[src/rtl/extint_pkg.sv]
// Package: shared types, constants and bit-position helpers for the
// external interrupt sense controller. Assumes a 32-bit control register
// with at most four lines, as fixed by the register layout.
package extint_pkg;

    localparam int CTRL_W    = 32;
    localparam int MAX_LINES = 4;
    localparam int MEE_BIT   = 12;
    localparam int ROUTE_BIT = 0;

    typedef enum logic [1:0] {
        SENSE_HIGH = 2'd0,
        SENSE_RISE = 2'd1,
        SENSE_FALL = 2'd2,
        SENSE_LOW  = 2'd3
    } sense_e;

    typedef struct packed {
        sense_e sense;
        logic   en;
    } line_cfg_t;

    // Lowest bit of the sense field of line n
    function automatic int sense_lsb(input int n);
        return 22 - 2 * n;
    endfunction

    // Enable bit of line n
    function automatic int en_bit(input int n);
        return 11 - n;
    endfunction

    // Write-one-to-clear bit of line n
    function automatic int clr_bit(input int n);
        return 27 - n;
    endfunction

    // Mask of bits that hold state and read back
    function automatic logic [CTRL_W-1:0] stored_mask(input int nlines);
        logic [CTRL_W-1:0] m;
        m = '0;
        for (int n = 0; n < nlines; n++) begin
            m[sense_lsb(n)]     = 1'b1;
            m[sense_lsb(n) + 1] = 1'b1;
            m[en_bit(n)]        = 1'b1;
        end
        m[MEE_BIT]   = 1'b1;
        m[ROUTE_BIT] = 1'b1;
        return m;
    endfunction

endpackage

[src/rtl/extint_sync.sv]
// Module: multi-flop synchroniser for one asynchronous pin.
// Assumes STAGES >= 2 and a pin that may change at any time.
// Resets every stage to 0.
module extint_sync #(
    parameter int STAGES = 2
) (
    input  logic clk,
    input  logic rst_n,
    input  logic d_i,
    output logic q_o
);

    logic [STAGES-1:0] stg_q;
    logic              armed_q;

    // Shift the pin through the flop chain
    always_ff @(posedge clk) begin
        if (!rst_n) stg_q <= '0;
        else        stg_q <= {stg_q[STAGES-2:0], d_i};
    end

    // Marks cycles whose previous edge was a normal (non-reset) shift
    always_ff @(posedge clk) begin
        if (!rst_n) armed_q <= 1'b0;
        else        armed_q <= 1'b1;
    end

    assign q_o = stg_q[STAGES-1];

    AST_SYNC_FIRST: assert property (@(posedge clk) disable iff (!rst_n || !armed_q)
        stg_q[0] == $past(d_i));

    for (genvar i = 1; i < STAGES; i++) begin : g_stage_chk
        AST_SYNC_SHIFT: assert property (@(posedge clk) disable iff (!rst_n || !armed_q)
            stg_q[i] == $past(stg_q[i-1]));
    end

endmodule

[src/rtl/extint_ctrl_reg.sv]
// Module: the single control register. It holds the sense code and enable
// of each line, the master enable and the routing select. It produces
// per-line clear pulses from the write-one-to-clear bits, and sense-change
// pulses when a write alters a line's code. Assumes NUM_LINES <= 4.
module extint_ctrl_reg
    import extint_pkg::*;
#(
    parameter int NUM_LINES = 4
) (
    input  logic                            clk,
    input  logic                            rst_n,
    input  logic                            wr_en,
    input  logic [CTRL_W-1:0]               wr_data,
    output line_cfg_t [NUM_LINES-1:0]       cfg_o,
    output logic [NUM_LINES-1:0]            clr_o,
    output logic [NUM_LINES-1:0]            chg_o,
    output logic                            mee_o,
    output logic                            route_o,
    output logic [CTRL_W-1:0]               rd_data_o
);

    localparam logic [CTRL_W-1:0] KEEP_MASK = stored_mask(NUM_LINES);

    line_cfg_t [NUM_LINES-1:0] cfg_q;
    logic                      mee_q;
    logic                      route_q;
    logic                      wr_unused;

    // Capture all stored fields on a write
    always_ff @(posedge clk) begin
        if (!rst_n) begin
            cfg_q   <= '0;
            mee_q   <= 1'b0;
            route_q <= 1'b0;
        end else if (wr_en) begin
            for (int n = 0; n < NUM_LINES; n++) begin
                cfg_q[n].sense <= sense_e'(wr_data[sense_lsb(n) +: 2]);
                cfg_q[n].en    <= wr_data[en_bit(n)];
            end
            mee_q   <= wr_data[MEE_BIT];
            route_q <= wr_data[ROUTE_BIT];
        end
    end

    // Per-line clear and sense-change pulses
    for (genvar n = 0; n < NUM_LINES; n++) begin : g_pulse
        assign clr_o[n] = wr_en & wr_data[clr_bit(n)];
        assign chg_o[n] = wr_en & (wr_data[sense_lsb(n) +: 2] != cfg_q[n].sense);
    end

    // Assemble the read value; clear bits and spare bits read 0
    always_comb begin
        rd_data_o = '0;
        for (int n = 0; n < NUM_LINES; n++) begin
            rd_data_o[sense_lsb(n) +: 2] = cfg_q[n].sense;
            rd_data_o[en_bit(n)]         = cfg_q[n].en;
        end
        rd_data_o[MEE_BIT]   = mee_q;
        rd_data_o[ROUTE_BIT] = route_q;
    end

    assign cfg_o     = cfg_q;
    assign mee_o     = mee_q;
    assign route_o   = route_q;
    assign wr_unused = ^(wr_data & ~KEEP_MASK);

    AST_WRITE_READBACK: assert property (@(posedge clk) disable iff (!rst_n)
        wr_en |=> rd_data_o == ($past(wr_data) & KEEP_MASK));
    AST_IDLE_HOLD: assert property (@(posedge clk) disable iff (!rst_n)
        !wr_en |=> $stable(rd_data_o));

endmodule

[src/rtl/extint_line.sv]
// Module: conditioning for one interrupt line. It synchronises the pin,
// detects edges against the previous synchronised value, keeps a sticky
// edge latch, selects level or latch by sense code and gates the result.
// Assumes clear and sense-change pulses last one cycle; clear beats a
// coincident edge.
module extint_line
    import extint_pkg::*;
#(
    parameter int SYNC_STAGES = 2
) (
    input  logic   clk,
    input  logic   rst_n,
    input  logic   pin_i,
    input  sense_e sense_i,
    input  logic   en_i,
    input  logic   mee_i,
    input  logic   clr_i,
    input  logic   chg_i,
    output logic   req_o
);

    logic s_sync;
    logic s_prev_q;
    logic latch_q;
    logic rise;
    logic fall;
    logic raw;

    extint_sync #(.STAGES(SYNC_STAGES)) sync_i (
        .clk   (clk),
        .rst_n (rst_n),
        .d_i   (pin_i),
        .q_o   (s_sync)
    );

    // Remember the previous synchronised value for edge detection
    always_ff @(posedge clk) begin
        if (!rst_n) s_prev_q <= 1'b0;
        else        s_prev_q <= s_sync;
    end

    assign rise = s_sync & ~s_prev_q;
    assign fall = ~s_sync & s_prev_q;

    // Sticky edge latch: clear or sense change first, then capture
    always_ff @(posedge clk) begin
        if (!rst_n)                                   latch_q <= 1'b0;
        else if (clr_i || chg_i)                      latch_q <= 1'b0;
        else if ((sense_i == SENSE_RISE && rise) ||
                 (sense_i == SENSE_FALL && fall))     latch_q <= 1'b1;
    end

    // Choose level or latched event by sense code
    always_comb begin
        unique case (sense_i)
            SENSE_HIGH: raw = s_sync;
            SENSE_LOW:  raw = ~s_sync;
            default:    raw = latch_q;
        endcase
    end

    assign req_o = raw & en_i & mee_i;

    AST_LATCH_HOLD: assert property (@(posedge clk) disable iff (!rst_n)
        (latch_q && !clr_i && !chg_i) |=> latch_q);
    AST_CLEAR_EMPTIES: assert property (@(posedge clk) disable iff (!rst_n)
        clr_i |=> !latch_q);
    AST_SENSE_CHANGE_CLEARS: assert property (@(posedge clk) disable iff (!rst_n)
        chg_i |=> !latch_q);
    AST_LATCH_EDGE_MODE_ONLY: assert property (@(posedge clk) disable iff (!rst_n)
        $rose(latch_q) |-> (sense_i == SENSE_RISE || sense_i == SENSE_FALL));

endmodule

[src/rtl/extint_sense_ctrl.sv]
// Module: top of the external interrupt sense controller. It connects
// the control register to one conditioning slice per line and splits the
// line requests into the critical group (line 0) and the main group
// (lines 1 to 3). Assumes NUM_LINES is 4, as fixed by the register layout.
module extint_sense_ctrl
    import extint_pkg::*;
#(
    parameter int NUM_LINES   = 4,
    parameter int SYNC_STAGES = 2
) (
    input  logic                 clk,
    input  logic                 rst_n,
    input  logic                 wr_en,
    input  logic [31:0]          wr_data,
    output logic [31:0]          rd_data,
    input  logic [NUM_LINES-1:0] ext_pin,
    output logic [NUM_LINES-1:0] line_req,
    output logic                 crit_req,
    output logic [NUM_LINES-2:0] main_req,
    output logic                 crit_normal
);

    line_cfg_t [NUM_LINES-1:0] cfg;
    logic [NUM_LINES-1:0]      clr;
    logic [NUM_LINES-1:0]      chg;
    logic [NUM_LINES-1:0]      en_vec;
    logic                      mee;

    extint_ctrl_reg #(.NUM_LINES(NUM_LINES)) reg_i (
        .clk       (clk),
        .rst_n     (rst_n),
        .wr_en     (wr_en),
        .wr_data   (wr_data),
        .cfg_o     (cfg),
        .clr_o     (clr),
        .chg_o     (chg),
        .mee_o     (mee),
        .route_o   (crit_normal),
        .rd_data_o (rd_data)
    );

    // One conditioning slice per line
    for (genvar n = 0; n < NUM_LINES; n++) begin : g_line
        assign en_vec[n] = cfg[n].en;
        extint_line #(.SYNC_STAGES(SYNC_STAGES)) line_i (
            .clk     (clk),
            .rst_n   (rst_n),
            .pin_i   (ext_pin[n]),
            .sense_i (cfg[n].sense),
            .en_i    (cfg[n].en),
            .mee_i   (mee),
            .clr_i   (clr[n]),
            .chg_i   (chg[n]),
            .req_o   (line_req[n])
        );
    end

    assign crit_req = line_req[0];
    assign main_req = line_req[NUM_LINES-1:1];

    AST_LINE_GATED: assert property (@(posedge clk) disable iff (!rst_n)
        (line_req & ~en_vec) == '0);
    AST_MASTER_GATED: assert property (@(posedge clk) disable iff (!rst_n)
        !mee |-> line_req == '0);
    AST_ROUTE_FROM_WRITE: assert property (@(posedge clk) disable iff (!rst_n)
        wr_en |=> crit_normal == $past(wr_data[0]));

endmodule

[config.mk]
export PLATFORM = sky130hd
export DESIGN_NAME = extint_sense_ctrl
export DESIGN_NICKNAME = d
export VERILOG_FILES = /design/src/rtl/extint_pkg.sv /design/src/rtl/extint_sync.sv /design/src/rtl/extint_ctrl_reg.sv /design/src/rtl/extint_line.sv /design/src/rtl/extint_sense_ctrl.sv
export SDC_FILE = /design/constraint.sdc
export NUM_CORES = 1
export LEC_CHECK = 0
export BUFFER_PORTS_ARGS = -buffer_cell sky130_fd_sc_hd__buf_2
export CAP_MARGIN = 20
export CELL_PAD_IN_SITES_DETAIL_PLACEMENT = 0
export CELL_PAD_IN_SITES_GLOBAL_PLACEMENT = 2
export CORE_MARGIN = 5
export CORE_UTILIZATION = 29
export DETAILED_ROUTE_END_ITERATION = 10
export PLACE_DENSITY = 0.84
export SKIP_CTS_REPAIR_TIMING = 1
export SYNTH_ARGS = -nofsm -noshare
export SYNTH_HDL_FRONTEND = slang
export SYNTH_HIERARCHICAL = 1
export SYNTH_SLANG_ARGS = --single-unit
[constraint.sdc]
create_clock -name clk -period 2.6 [get_ports clk]
set_clock_uncertainty 0.1 [all_clocks]
set_input_delay 0.13 -clock clk [delete_from_list [all_inputs] [get_ports clk]]
set_output_delay 0.13 -clock clk [all_outputs]
set_load 0.005 [all_outputs]
# Word level (Yosys, flattened, before mapping)
# Cells that the tools add are included.
dict set report op_classes {
  add_sub_neg 0
  mul 0
  n_div 0
  magnitude_cmp 0
  n_eq_ne 16
  n_shift 0
  n_mux 4
  bitwise 33
  reduce_logical 24
}
# op count
set ops {}
lappend ops {{bitwise AND 1 bit} 24}
lappend ops {{equality test 2 bit, second input constant} 8}
lappend ops {{NOT 1 bit} 9}
lappend ops {{equality test 2 x 1 -> 1 bit, second input constant} 4}
lappend ops {{logical AND 1 bit} 8}
lappend ops {{zero test 2 bit} 4}
lappend ops {{logical OR 1 bit} 8}
lappend ops {{!= test 2 bit} 4}
lappend ops {{one-hot mux 1 bit (2 select lines)} 4}
lappend ops {{OR reduction 2 bit} 4}
dict set report word_totals {
  register_bits 30
  latchBits 0
  mem_bits_rw 0
  romBits 0
  input_bits 39
  out_inout_bits 41
  elab_cells 99
  mem_count 0
}

# Depth between registers and ports, before layout
dict set report logic_depth {
  word_depth 4
  depth_mapped 5
  mapped_depth_nobuf 4
}

# Cells and area by module
# Netlist, hierarchy kept.
# mod instances cells_each area_each_um2 seq_area_each_um2
set by_module_without_submodules {}
lappend by_module_without_submodules {extint_ctrl_reg 1 95 923.4 280.3}
lappend by_module_without_submodules {extint_line 4 17 167.7 40.0}
lappend by_module_without_submodules {extint_sync 4 4 52.6 40.0}
lappend by_module_without_submodules {extint_sense_ctrl 1 4 30.0 0.0}

# Worst setup path after synthesis
# Ideal clock, no wire load.
dict set report synth_timing {
  path_type {register to output}
  start {register reg_i.cfg_q (netlist bit reg_i/cfg_o[1])}
  end {output line_req[0]}
  arrival_time_ps 1319
  t_required_ps 2370
  path_slack_ps 1051
  stages_incl_launch_ff 6
  n_path_buf 1
  cell_sequence {dfxtp_1 > inv_1 > ha_1 > mux2_1 > o2111a_1 > buf_4}
}
dict set report synth_between {
  elab_chain_len 4
  elab_cells_between_ends 5
  cone_classes {1 x eq/ne; 1 x mux; 2 x bitwise; 1 x reduce/logical}
}
# element line_no
set synth_lines {}
lappend synth_lines {{from (decl)} extint_ctrl_reg.sv:24} ;# line_cfg_t [NUM_LINES-1:0] cfg_q;
lappend synth_lines {{equality test 2 bit / zero test 2 bit (equally long branches)} extint_line.sv:55} ;# unique case (sense_i)
lappend synth_lines {{one-hot mux 1 bit (2 select lines) *} extint_line.sv:55}
lappend synth_lines {{bitwise AND 1 bit * (2 in a row)} extint_line.sv:62} ;# assign req_o = raw & en_i & mee_i;
lappend synth_lines {{to (decl)} extint_sense_ctrl.sv:17} ;# output logic [NUM_LINES-1:0] line_req,
# Mark *: on every way between the ends. The rest lies on a longest branch, timed or not.

# Final worst setup path
dict set report layout_timing {
  start {register reg_i.cfg_q (netlist bit reg_i/cfg_o[1])}
  end {output crit_req}
}
dict set report layout_between {
  elab_chain_len 4
  elab_cells_between_ends 5
  cone_classes {1 x eq/ne; 1 x mux; 2 x bitwise; 1 x reduce/logical}
}
# element line_no
set layout_lines {}
lappend layout_lines {{equality test 2 bit / zero test 2 bit (equally long branches)} extint_line.sv:55}
lappend layout_lines {{one-hot mux 1 bit (2 select lines) *} extint_line.sv:55}
lappend layout_lines {{bitwise AND 1 bit * (2 in a row)} extint_line.sv:62}
lappend layout_lines {{to (decl)} extint_sense_ctrl.sv:18} ;# output logic crit_req,
# Marked as above.

==> results.tsv <==
metric	value	unit
Worst Path Max Fanout	6	
Max Clk Rate	0.525	GHz
CP startpoint kind	register	
ANT cells	0	
most frequent cell after synthesis	buf_4	
Yosys top cell by area	dfxtp_1	
post-synth cell types	20	
#FFs+latches synth	30	
ys async rst share	0	
largest net degree at the start of global routing	31	
Die Ht	89.5	µm
TritonRoute pass-1 iters	4	
Hold Crit Class	in -> reg	
initial antenna violation count	0	
top-area cell type share of the netlist area	0.327	
Fill cells	666	
CTS tree	yes	
routed via count	1188	
vias in the first global route	1081	
grt total ovfl	0	
setup slack after layout	0.696	ns
part of the cycle the worst path needs	0.732	
nets	274	
Placeable Area	0.00624	mm²
Arrival @ worst endpoint	1.67	ns
YS warnings	6	
DP Worst Slack	0.966	ns
Cell Area, Synth	0.00183	mm²
VDD IR max	0.183	mV
setup TNS	0	ns
status	finished clean	
Final Hold Viols	0	
Worst Path Required	2.37	ns
pwr/cell area	498	mW/mm²
final WL	3310	µm
clk slew on worst S/H paths	0.07	ns
Top FF cell, synth	dfxtp_1	
final hold slack	0.0117	ns
total CTS buffers	5	
worst skew pair latency	0.27	ns
DRT antenna net count	0	
htree depth	2	
first-pass GRT wire length	5040	µm
sequential fraction of the synthesis area	0.327	
Final setup viols	0	
top cells by area, synth	dfxtp_1 (33%), buf_4 (15%), ha_1 (11%)	
IO Count	80	
Worst Tran Pin Value	0.584	ns
commonest cells in the netlist	buf_4 (36), dfxtp_1 (30), ha_1 (16)	
clock root buffer	clkbuf_8	
Synth Area per Inst	10.0	µm²
RD Place Congestion	0.693	
Max Cap Violations	0	
Port Buf Inserts	47	
Pleak	0.992	nW
Post-synth EDFFs	0	
chip width	89.5	µm
layout cells sized above 1	0.264	
CP Class	reg -> out	
Post-Syn Instances	183	
die area	0.00802	mm²
Starting Density	0.294	
CTS Buffer Depth	2	
wire per inst	11.1	µm
clk sink count	30	
RSZ-0062 raised after global routing	no	
initial drt markers	33	
Via density	4.00	
num rows	29	
post-layout min period	1.90	ns
final HPWL from detailed placement	2430	µm
crit end category	primary output	
Final Slew Violations	0	
Layout area overhead	12.0	%
relative slew slack	0.611	
All-Layer GR Usage	0.0835	
Post-route DRC	0	
[final cells by class]
cell class	instances	area [µm²]	area share
inverters	12	45.0	0.0219
clock inverters	1	5.00	0.00244
clock buffers	7	86.3	0.0420
well taps	77	96.3	0.0469
multi-input cells	118	936	0.456
flip-flops and latches	30	601	0.292
repair buffers	52	285	0.139
[stage by stage]
stage,utilization,std cells,cell area [µm²],power [mW]
global route,0.329,297,2050,1.09
global placement,0.307,284,1910,0.645
finish,0.329,297,2050,1.02
detailed placement,0.307,284,1910,0.646
CTS,0.321,292,2000,1.04
floorplan,-,200,1900,0.634
[logic make-up after synthesis]
| logic type | after synthesis | share of synthesized area |
|---|---|---|
| buffers and inverters | 52 | 0.197 |
| and+or+nand+nor | 46 | 0.171 |
| DFF | 30 | 0.327 |
| muxes | 18 | 0.101 |
| adders and majority gates | 16 | 0.109 |
| AOI/OAI and AO/OA | 12 | 0.0546 |
| xor gates and xnor gates | 8 | 0.0382 |
| other | 1 | 0.00204 |
[worst max-delay path: stages, from the launching register on]
cell,delay [ns]
dfxtp_1,0.44
inv_1,0.10
ha_1,0.20
mux2_1,0.29
o2111a_1,0.24
buf_2,0.13
[flip-flops by register name, summed over array words and instances (netlist names)]
signal and count:
g_line.line_i/latch_q 4, g_line.line_i/s_prev_q 4, g_line.line_i/sync_i/stg_q 8, reg_i/cfg_o 12, reg_i/mee_o 1, reg_i/route_o 1
[path summary, 6_finish.rpt]
check	slack, ns	endpoint	depth (start not counted)	from
max	0.70	crit_req	5	reg_i/cfg_o[1]$_SDFFE_PN0P_
min	0.01	reg_i/cfg_o[9]$_SDFFE_PN0P_	3	wr_data[8]
max reg2reg	1.23	g_line[3].line_i/latch_q$_SDFFE_PP0P_	4	reg_i/cfg_o[11]$_SDFFE_PN0P_
min reg2reg	0.33	g_line[1].line_i/sync_i/stg_q[1]$_SDFF_PN0_	1	g_line[1].line_i/sync_i/stg_q[0]$_SDFF_PN0_
[where the power goes]
part	total, mW	switching [mW]	internal (mW)
Clock	0.384	0.171	0.213
Sequential	0.502	0.0218	0.481
Combinational	0.137	0.0623	0.0745
[cell usage in the layout (no fill, tap or decap), drive strengths merged]
cell / Yosys / final
and2: 16 / 16
inv: 12 / 12
o2111a: 4 / 4
nor2b: 14 / 14
nand3b: 8 / 8
a21boi: 4 / 4
xnor2: 8 / 8
dlygate4sd3: 0 / 5
ha: 16 / 16
mux2i: 14 / 14
dfxtp: 30 / 30
a31oi: 4 / 4
mux2: 4 / 4
buf: 39 / 47
nand2b: 4 / 4
or3b: 4 / 4
clkbuf: 1 / 7
clkinv: 0 / 1
conb: 1 / 18
[metal layers]
layer  global-route usage  part of all wire
met1                0.107              0.47
met2                0.128              0.46
met3               0.0350             0.074
met4               0.0244            0.0024
met5                    0                 0
Note: power is estimated with default switching activity, not from simulation.
